--- src/rtl/winaddr_pkg.sv ---
`timescale 1ns/1ps
// Package: shared encodings for the windowed address generator.
// Assumes: win_sel is 2 bits wide; access width is a single select bit.
package winaddr_pkg;

    // Selects which window register a write lands in.
    typedef enum logic [1:0] {
        SEL_X_FIRST = 2'd0,
        SEL_X_LAST  = 2'd1,
        SEL_Y_FIRST = 2'd2,
        SEL_Y_LAST  = 2'd3
    } win_sel_e;

    // Host access width.
    typedef enum logic {
        ACC_NARROW8 = 1'b0,
        ACC_WIDE16  = 1'b1
    } acc_mode_e;

endpackage

--- src/rtl/winaddr_regs.sv ---
`timescale 1ns/1ps
// Module: winaddr_regs
// Holds the four window edge registers. A write stores the low bits of the
// data bus into the register named by the select code.
// Assumes: YW <= DW and XW <= DW; synchronous active-low reset.
module winaddr_regs #(
    parameter int XW = 6,
    parameter int YW = 8,
    parameter int DW = 8
) (
    input  logic          clk,
    input  logic          rst_n,
    input  logic          we,
    input  logic [1:0]    sel,
    input  logic [DW-1:0] data,
    output logic [XW-1:0] x_first,
    output logic [XW-1:0] x_last,
    output logic [YW-1:0] y_first,
    output logic [YW-1:0] y_last
);
    import winaddr_pkg::*;

    win_sel_e sel_e;

    // Turn the raw select bits into the enum.
    always_comb sel_e = win_sel_e'(sel);

    // Update the selected edge register on a write.
    always_ff @(posedge clk) begin
        if (!rst_n) begin
            x_first <= '0;
            x_last  <= '0;
            y_first <= '0;
            y_last  <= '0;
        end else if (we) begin
            case (sel_e)
                SEL_X_FIRST: x_first <= data[XW-1:0];
                SEL_X_LAST:  x_last  <= data[XW-1:0];
                SEL_Y_FIRST: y_first <= data[YW-1:0];
                default:     y_last  <= data[YW-1:0];
            endcase
        end
    end
endmodule

--- src/rtl/winaddr_lane.sv ---
`timescale 1ns/1ps
// Module: winaddr_lane
// Byte-lane tracker. In narrow mode it alternates low/high half and asks for
// a column step only on the high half. In wide mode every strobe steps.
// Assumes: a start command (clr) overrides a strobe in the same cycle.
module winaddr_lane (
    input  logic clk,
    input  logic rst_n,
    input  logic clr,
    input  logic stb,
    input  logic wide,
    output logic hi,
    output logic step
);
    // Decide whether this strobe completes a word.
    always_comb step = stb && !clr && (wide || hi);

    // Track the byte half within the current word.
    always_ff @(posedge clk) begin
        if (!rst_n) begin
            hi <= 1'b0;
        end else if (clr) begin
            hi <= 1'b0;
        end else if (stb) begin
            hi <= wide ? 1'b0 : !hi;
        end
    end
endmodule

--- src/rtl/winaddr_axis.sv ---
`timescale 1ns/1ps
// Module: winaddr_axis
// One bounded up-counter. It steps by one and reloads its start value when a
// step arrives at or above the limit. The wrap output is combinational and
// tells the next axis to step.
// Assumes: limit is already clamped by the caller; load beats step.
module winaddr_axis #(
    parameter int W = 6
) (
    input  logic         clk,
    input  logic         rst_n,
    input  logic         load,
    input  logic         step,
    input  logic [W-1:0] first,
    input  logic [W-1:0] limit,
    output logic [W-1:0] value,
    output logic         wrap
);
    logic at_edge;

    // Flag a step that must return to the window start.
    always_comb begin
        at_edge = (value >= limit);
        wrap    = step && at_edge;
    end

    // Load, step or hold the counter.
    always_ff @(posedge clk) begin
        if (!rst_n) begin
            value <= '0;
        end else if (load) begin
            value <= first;
        end else if (step) begin
            value <= at_edge ? first : value + W'(1);
        end
    end
endmodule

--- src/rtl/winaddr_gen.sv ---
`timescale 1ns/1ps
// Module: winaddr_gen (top)
// Windowed display memory address generator. The column advances on each
// completed word access, and it wraps to the window's left edge while the
// row advances. The row wraps to the top edge at the bottom.
// Assumes: synchronous active-low reset; the window registers are stable
// relative to pos_load in the sense that pos_load uses pre-edge values.
module winaddr_gen #(
    parameter int XW           = 6,
    parameter int YW           = 8,
    parameter int DW           = 8,
    parameter int X_MAX_WIDE   = 63,
    parameter int X_MAX_NARROW = 31,
    parameter int Y_MAX        = 129
) (
    input  logic          clk,
    input  logic          rst_n,
    input  logic          win_we,
    input  logic [1:0]    win_sel,
    input  logic [7:0]    win_data,
    input  logic          pos_load,
    input  logic          acc_stb,
    input  logic          acc_wide16,
    output logic [5:0]    x_addr,
    output logic [7:0]    y_addr,
    output logic          lane_hi
);
    import winaddr_pkg::*;

    localparam logic [XW-1:0] XCAP_W = XW'(X_MAX_WIDE);
    localparam logic [XW-1:0] XCAP_N = XW'(X_MAX_NARROW);
    localparam logic [YW-1:0] YCAP   = YW'(Y_MAX);

    logic [XW-1:0] xs_q, xe_q, x_lim, x_cap;
    logic [YW-1:0] ys_q, ye_q, y_lim;
    logic [XW-1:0] x_val;
    logic [YW-1:0] y_val;
    logic          x_step, x_wrap, y_wrap;
    acc_mode_e     mode;

    // Name the access width.
    always_comb mode = acc_mode_e'(acc_wide16);

    winaddr_regs #(.XW(XW), .YW(YW), .DW(DW)) u_regs (
        .clk     (clk),
        .rst_n   (rst_n),
        .we      (win_we),
        .sel     (win_sel),
        .data    (win_data),
        .x_first (xs_q),
        .x_last  (xe_q),
        .y_first (ys_q),
        .y_last  (ye_q)
    );

    // Clamp the edge registers to the ceilings for the current mode.
    always_comb begin
        x_cap = (mode == ACC_WIDE16) ? XCAP_W : XCAP_N;
        x_lim = (xe_q > x_cap) ? x_cap : xe_q;
        y_lim = (ye_q > YCAP) ? YCAP : ye_q;
    end

    winaddr_lane u_lane (
        .clk   (clk),
        .rst_n (rst_n),
        .clr   (pos_load),
        .stb   (acc_stb),
        .wide  (mode == ACC_WIDE16),
        .hi    (lane_hi),
        .step  (x_step)
    );

    winaddr_axis #(.W(XW)) u_xaxis (
        .clk   (clk),
        .rst_n (rst_n),
        .load  (pos_load),
        .step  (x_step),
        .first (xs_q),
        .limit (x_lim),
        .value (x_val),
        .wrap  (x_wrap)
    );

    winaddr_axis #(.W(YW)) u_yaxis (
        .clk   (clk),
        .rst_n (rst_n),
        .load  (pos_load),
        .step  (x_wrap),
        .first (ys_q),
        .limit (y_lim),
        .value (y_val),
        .wrap  (y_wrap)
    );

    // Drive the address ports.
    always_comb begin
        x_addr = x_val;
        y_addr = y_val;
    end

    logic unused_ok;
    // Row wrap is not needed beyond the row axis itself.
    always_comb unused_ok = y_wrap;
endmodule

--- config.mk ---
export PLATFORM = sky130hd
export DESIGN_NAME = winaddr_gen
export DESIGN_NICKNAME = d
export VERILOG_FILES = /design/src/rtl/winaddr_pkg.sv /design/src/rtl/winaddr_regs.sv /design/src/rtl/winaddr_lane.sv /design/src/rtl/winaddr_axis.sv /design/src/rtl/winaddr_gen.sv
export SDC_FILE = /design/constraint.sdc
export NUM_CORES = 1
export LEC_CHECK = 0
export BUFFER_PORTS_ARGS = -buffer_cell sky130_fd_sc_hd__buf_2
export CAP_MARGIN = 20
export CORE_UTILIZATION = 60
export DETAILED_ROUTE_END_ITERATION = 10
export PLACE_DENSITY = 0.83
export SKIP_LAST_GASP = 1
export SYNTH_ARGS = -nofsm -noshare
export SYNTH_HDL_FRONTEND = slang
export SYNTH_HIERARCHICAL = 1
export SYNTH_SLANG_ARGS = --single-unit
export TNS_END_PERCENT = 50
--- constraint.sdc ---
create_clock -name clk -period 5.8 [get_ports clk]
set_clock_uncertainty 0.15 [all_clocks]
set_input_delay 0.29 -clock clk [delete_from_list [all_inputs] [get_ports clk]]
set_output_delay 0.29 -clock clk [all_outputs]
set_load 0.01 [all_outputs]
==> flow_metrics.env <==
export IMPL_drive_above_1_share_pct=15.8
export IMPL_reg2reg_launch_point="u_regs/x_last[5]"
export IMPL_stdcell_area_mm2=0.00272
export IMPL_clock_input_transition_at_the_sequential_cells_of_the_worst_setup_and_hold_paths_ns=0.08
export IMPL_critical_path_cell_list="ha_1, nand4_1, o21ai_1, mux2_1, inv_1, ha_1, a21oi_1, o221ai_1, and2_1, or2_1, nand2_1, nor3_1, mux2i_1, o31ai_1"
export IMPL_grt_first_pass_wirelength_mm=8.54
export IMPL_cts_hold_repair_buffers=0
export IMPL_destination_of_the_critical_timing_path="u_yaxis/value[6]"
export IMPL_leakagePower_nw=1.23
export IMPL_fin_hold_ws_ns=0.117
export IMPL_worst_slew_pin_slew_ns=0.790
export IMPL_vias_per_cell=5.83
export IMPL_worstSetupStartpoint="u_regs/x_last[5]"
export IMPL_post_place_instance_area_mm2=0.00263
export IMPL_grt_util_overall_pct=26.2
export IMPL_rsz0062_at_grt="no"
export IMPL_antenna_found_initial=0
export IMPL_timing_critical_path_slowest_cell_delay_ns=0.34
export IMPL_worst_ep_required_time_ns=5.83
export IMPL_antennaDiodeCount=0
export IMPL_setup_viol_count_final=0
export IMPL_ff2ff_setup_slack_ns=2.74
export IMPL_worst_path_buf_inv=1
export IMPL_final_nets=350
export IMPL_timing_critical_path_fanout_max=11
export IMPL_cp_top_family="simple AND/OR/NAND/NOR gates"
export IMPL_p_per_area_mw_per_mm2=223
export IMPL_critical_path_startpoint_type="flip-flop"
export IMPL_placeable_core_area_mm2=0.00380
export IMPL_hold_viol_final=0
export IMPL_die_h_um=66.1
export IMPL_maxClockFrequency_ghz=0.327
export IMPL_synthesis_yosys_warnings=6
export IMPL_tcrit_tclk_final_pct=52.7
export IMPL_ir_worst_vdd_uv=185
export IMPL_critical_path_class="reg2reg"
export IMPL_first_global_vias=1839
export IMPL_cp_end_kind="flip-flop"
export IMPL_pins_over_their_slew_limit=0
export IMPL_syn_mean_instance_area_um2=8.51
export IMPL_detail_route_wirelength_mm=5.33
export IMPL_dieArea_mm2=0.00438
export IMPL_firstDrtPassIters=4
export IMPL_cell_count_after_synthesis=290
export IMPL_die_width_um=66.1
export IMPL_worst_slew_margin_rel_pct=47.3
export IMPL_cts_repair_resize_count=0
export IMPL_cp_data_arrival_time_ns=3.09
export IMPL_period_minus_slack_ns=3.06
export IMPL_slowest_library_cell_on_the_worst_path="dfxtp_1"
export IMPL_cts_htree_levels=2
export IMPL_cap_viol_max_count=0
export IMPL_drt_iter0_drc=221
export IMPL_detail_route_drc_violations=0
export IMPL_row_count=22
export IMPL_wl_per_cell_um=14.6
export IMPL_status="completed"
export IMPL_ios=31
export IMPL_place_port_buffers=30
export IMPL_cts_sinks=43
export IMPL_min_delay_path_class="in2reg"
export IMPL_place_hpwl_mm=3.87
export IMPL_mappedNetlistArea_mm2=0.00247
export IMPL_syn_num_nets=323
export IMPL_route_antenna_remaining_nets=0
export IMPL_worstRegToRegCells=14
export IMPL_post_cts_buffers=0
export IMPL_finalWeightedCongestion=0.885
export IMPL_grt_start_max_net_pins=50
export IMPL_critical_path_reg2reg_endpoint="u_yaxis/value[6]"
export IMPL_cts_buffers_inserted=5
export IMPL_setup_tns_final_ns=0
export IMPL_crit_top_cell="ha_1"
export IMPL_cts_root_to_sink_buffers=2
export IMPL_area_growth_synth_to_final_pct=10.2
export IMPL_root_buffer="clkbuf_8"
export IMPL_overflow=0
export IMPL_dr_total_vias=2129
export IMPL_initial_utilization_pct=65.0
export IMPL_worst_path_stages=14
export IMPL_tritoncts="built"
export IMPL_insertion_delay_ns=0.29
final cells by class:
class | instances | area, um^2
Clock inverter | 1 | 5.00
Multi-Input combinational cell | 213 | 1470
Inverter | 23 | 86.3
Sequential cell | 43 | 861
Tap cell | 48 | 60.1
Clock buffer | 6 | 82.6
Fill cell | 317 | 1080
Timing Repair Buffer | 31 | 158
flip-flops by register name (all words and copies together) (netlist names):
name / flops
u_regs/y_first: 8
u_regs/y_last: 8
u_yaxis/value: 8
u_regs/x_first: 6
u_regs/x_last: 6
u_xaxis/value: 6
u_lane/hi: 1
worst reg2reg max path: stages, from the launching register on:
cell and delay [ns]:
dfxtp_1 0.34, ha_1 0.28, nand4_1 0.07, o21ai_1 0.14, mux2_1 0.33, inv_1 0.06, ha_1 0.24, a21oi_1 0.20
o221ai_1 0.14, and2_1 0.18, or2_1 0.33, nand2_1 0.20, nor3_1 0.08, mux2i_1 0.13, o31ai_1 0.08
report_power, final:
| group | internal, mW | switching [mW] |
|---|---|---|
| Clock | 0.0934 | 0.0982 |
| Combinational | 0.0414 | 0.0569 |
| Sequential | 0.306 | 0.0116 |
| Total | 0.441 | 0.167 |
cells in the final DEF (no fill, tap or decap), types with 2 or more instances in the layout:
cell type / instances
a21o_1: 5
a21oi_1: 12
a31oi_1: 5
and3_1: 3
buf_2: 30
clkbuf_8: 6
dfxtp_1: 43
ha_1: 17
inv_1: 23
mux2i_1: 34
nand2_1: 52
nand2b_1: 3
nand3_1: 12
nand3b_1: 5
nand4_1: 3
nor2_1: 7
nor2b_1: 7
nor3_1: 2
nor4_1: 2
o21ai_0: 3
o21ai_1: 3
o221ai_1: 2
o31ai_1: 2
or2_2: 7
or2b_1: 2
or3_1: 4
or3b_1: 2
layer usage:
metal	global-route usage, %	share of wire, %	vias to the layer above
met5	0	0	-
met4	8.51	1.4	0
met3	5.86	5.2	11
met2	37.9	45	70
met1	38.2	48	990
li1	-	-	1058
stage by stage:
step	instances	total power, mW	worst slack [ns]	util, %
global placement	357	0.418	2.75	69.1
detailed placement	357	0.421	2.60	69.1
floorplan	290	0.396	2.94	-
finish	365	0.608	2.74	71.6
CTS	364	0.611	2.70	71.4
global route	365	0.639	2.57	71.6
worst min-delay path by stage:
stage,start,endpoint,slack (ns),cells after the start
detailed placement,u_regs/x_first[2],u_regs/x_first[2],0.31,2
CTS,win_data[6],u_regs/y_first[6],0.11,3
finish,win_data[6],u_regs/y_first[6],0.12,3
global placement,u_regs/y_first[5],u_regs/y_first[5],0.30,2
floorplan,rst_n,u_xaxis/value[1],0.28,2
global route,win_data[6],u_regs/y_first[6],0.13,3
Note: power is estimated with default switching activity, not from simulation.
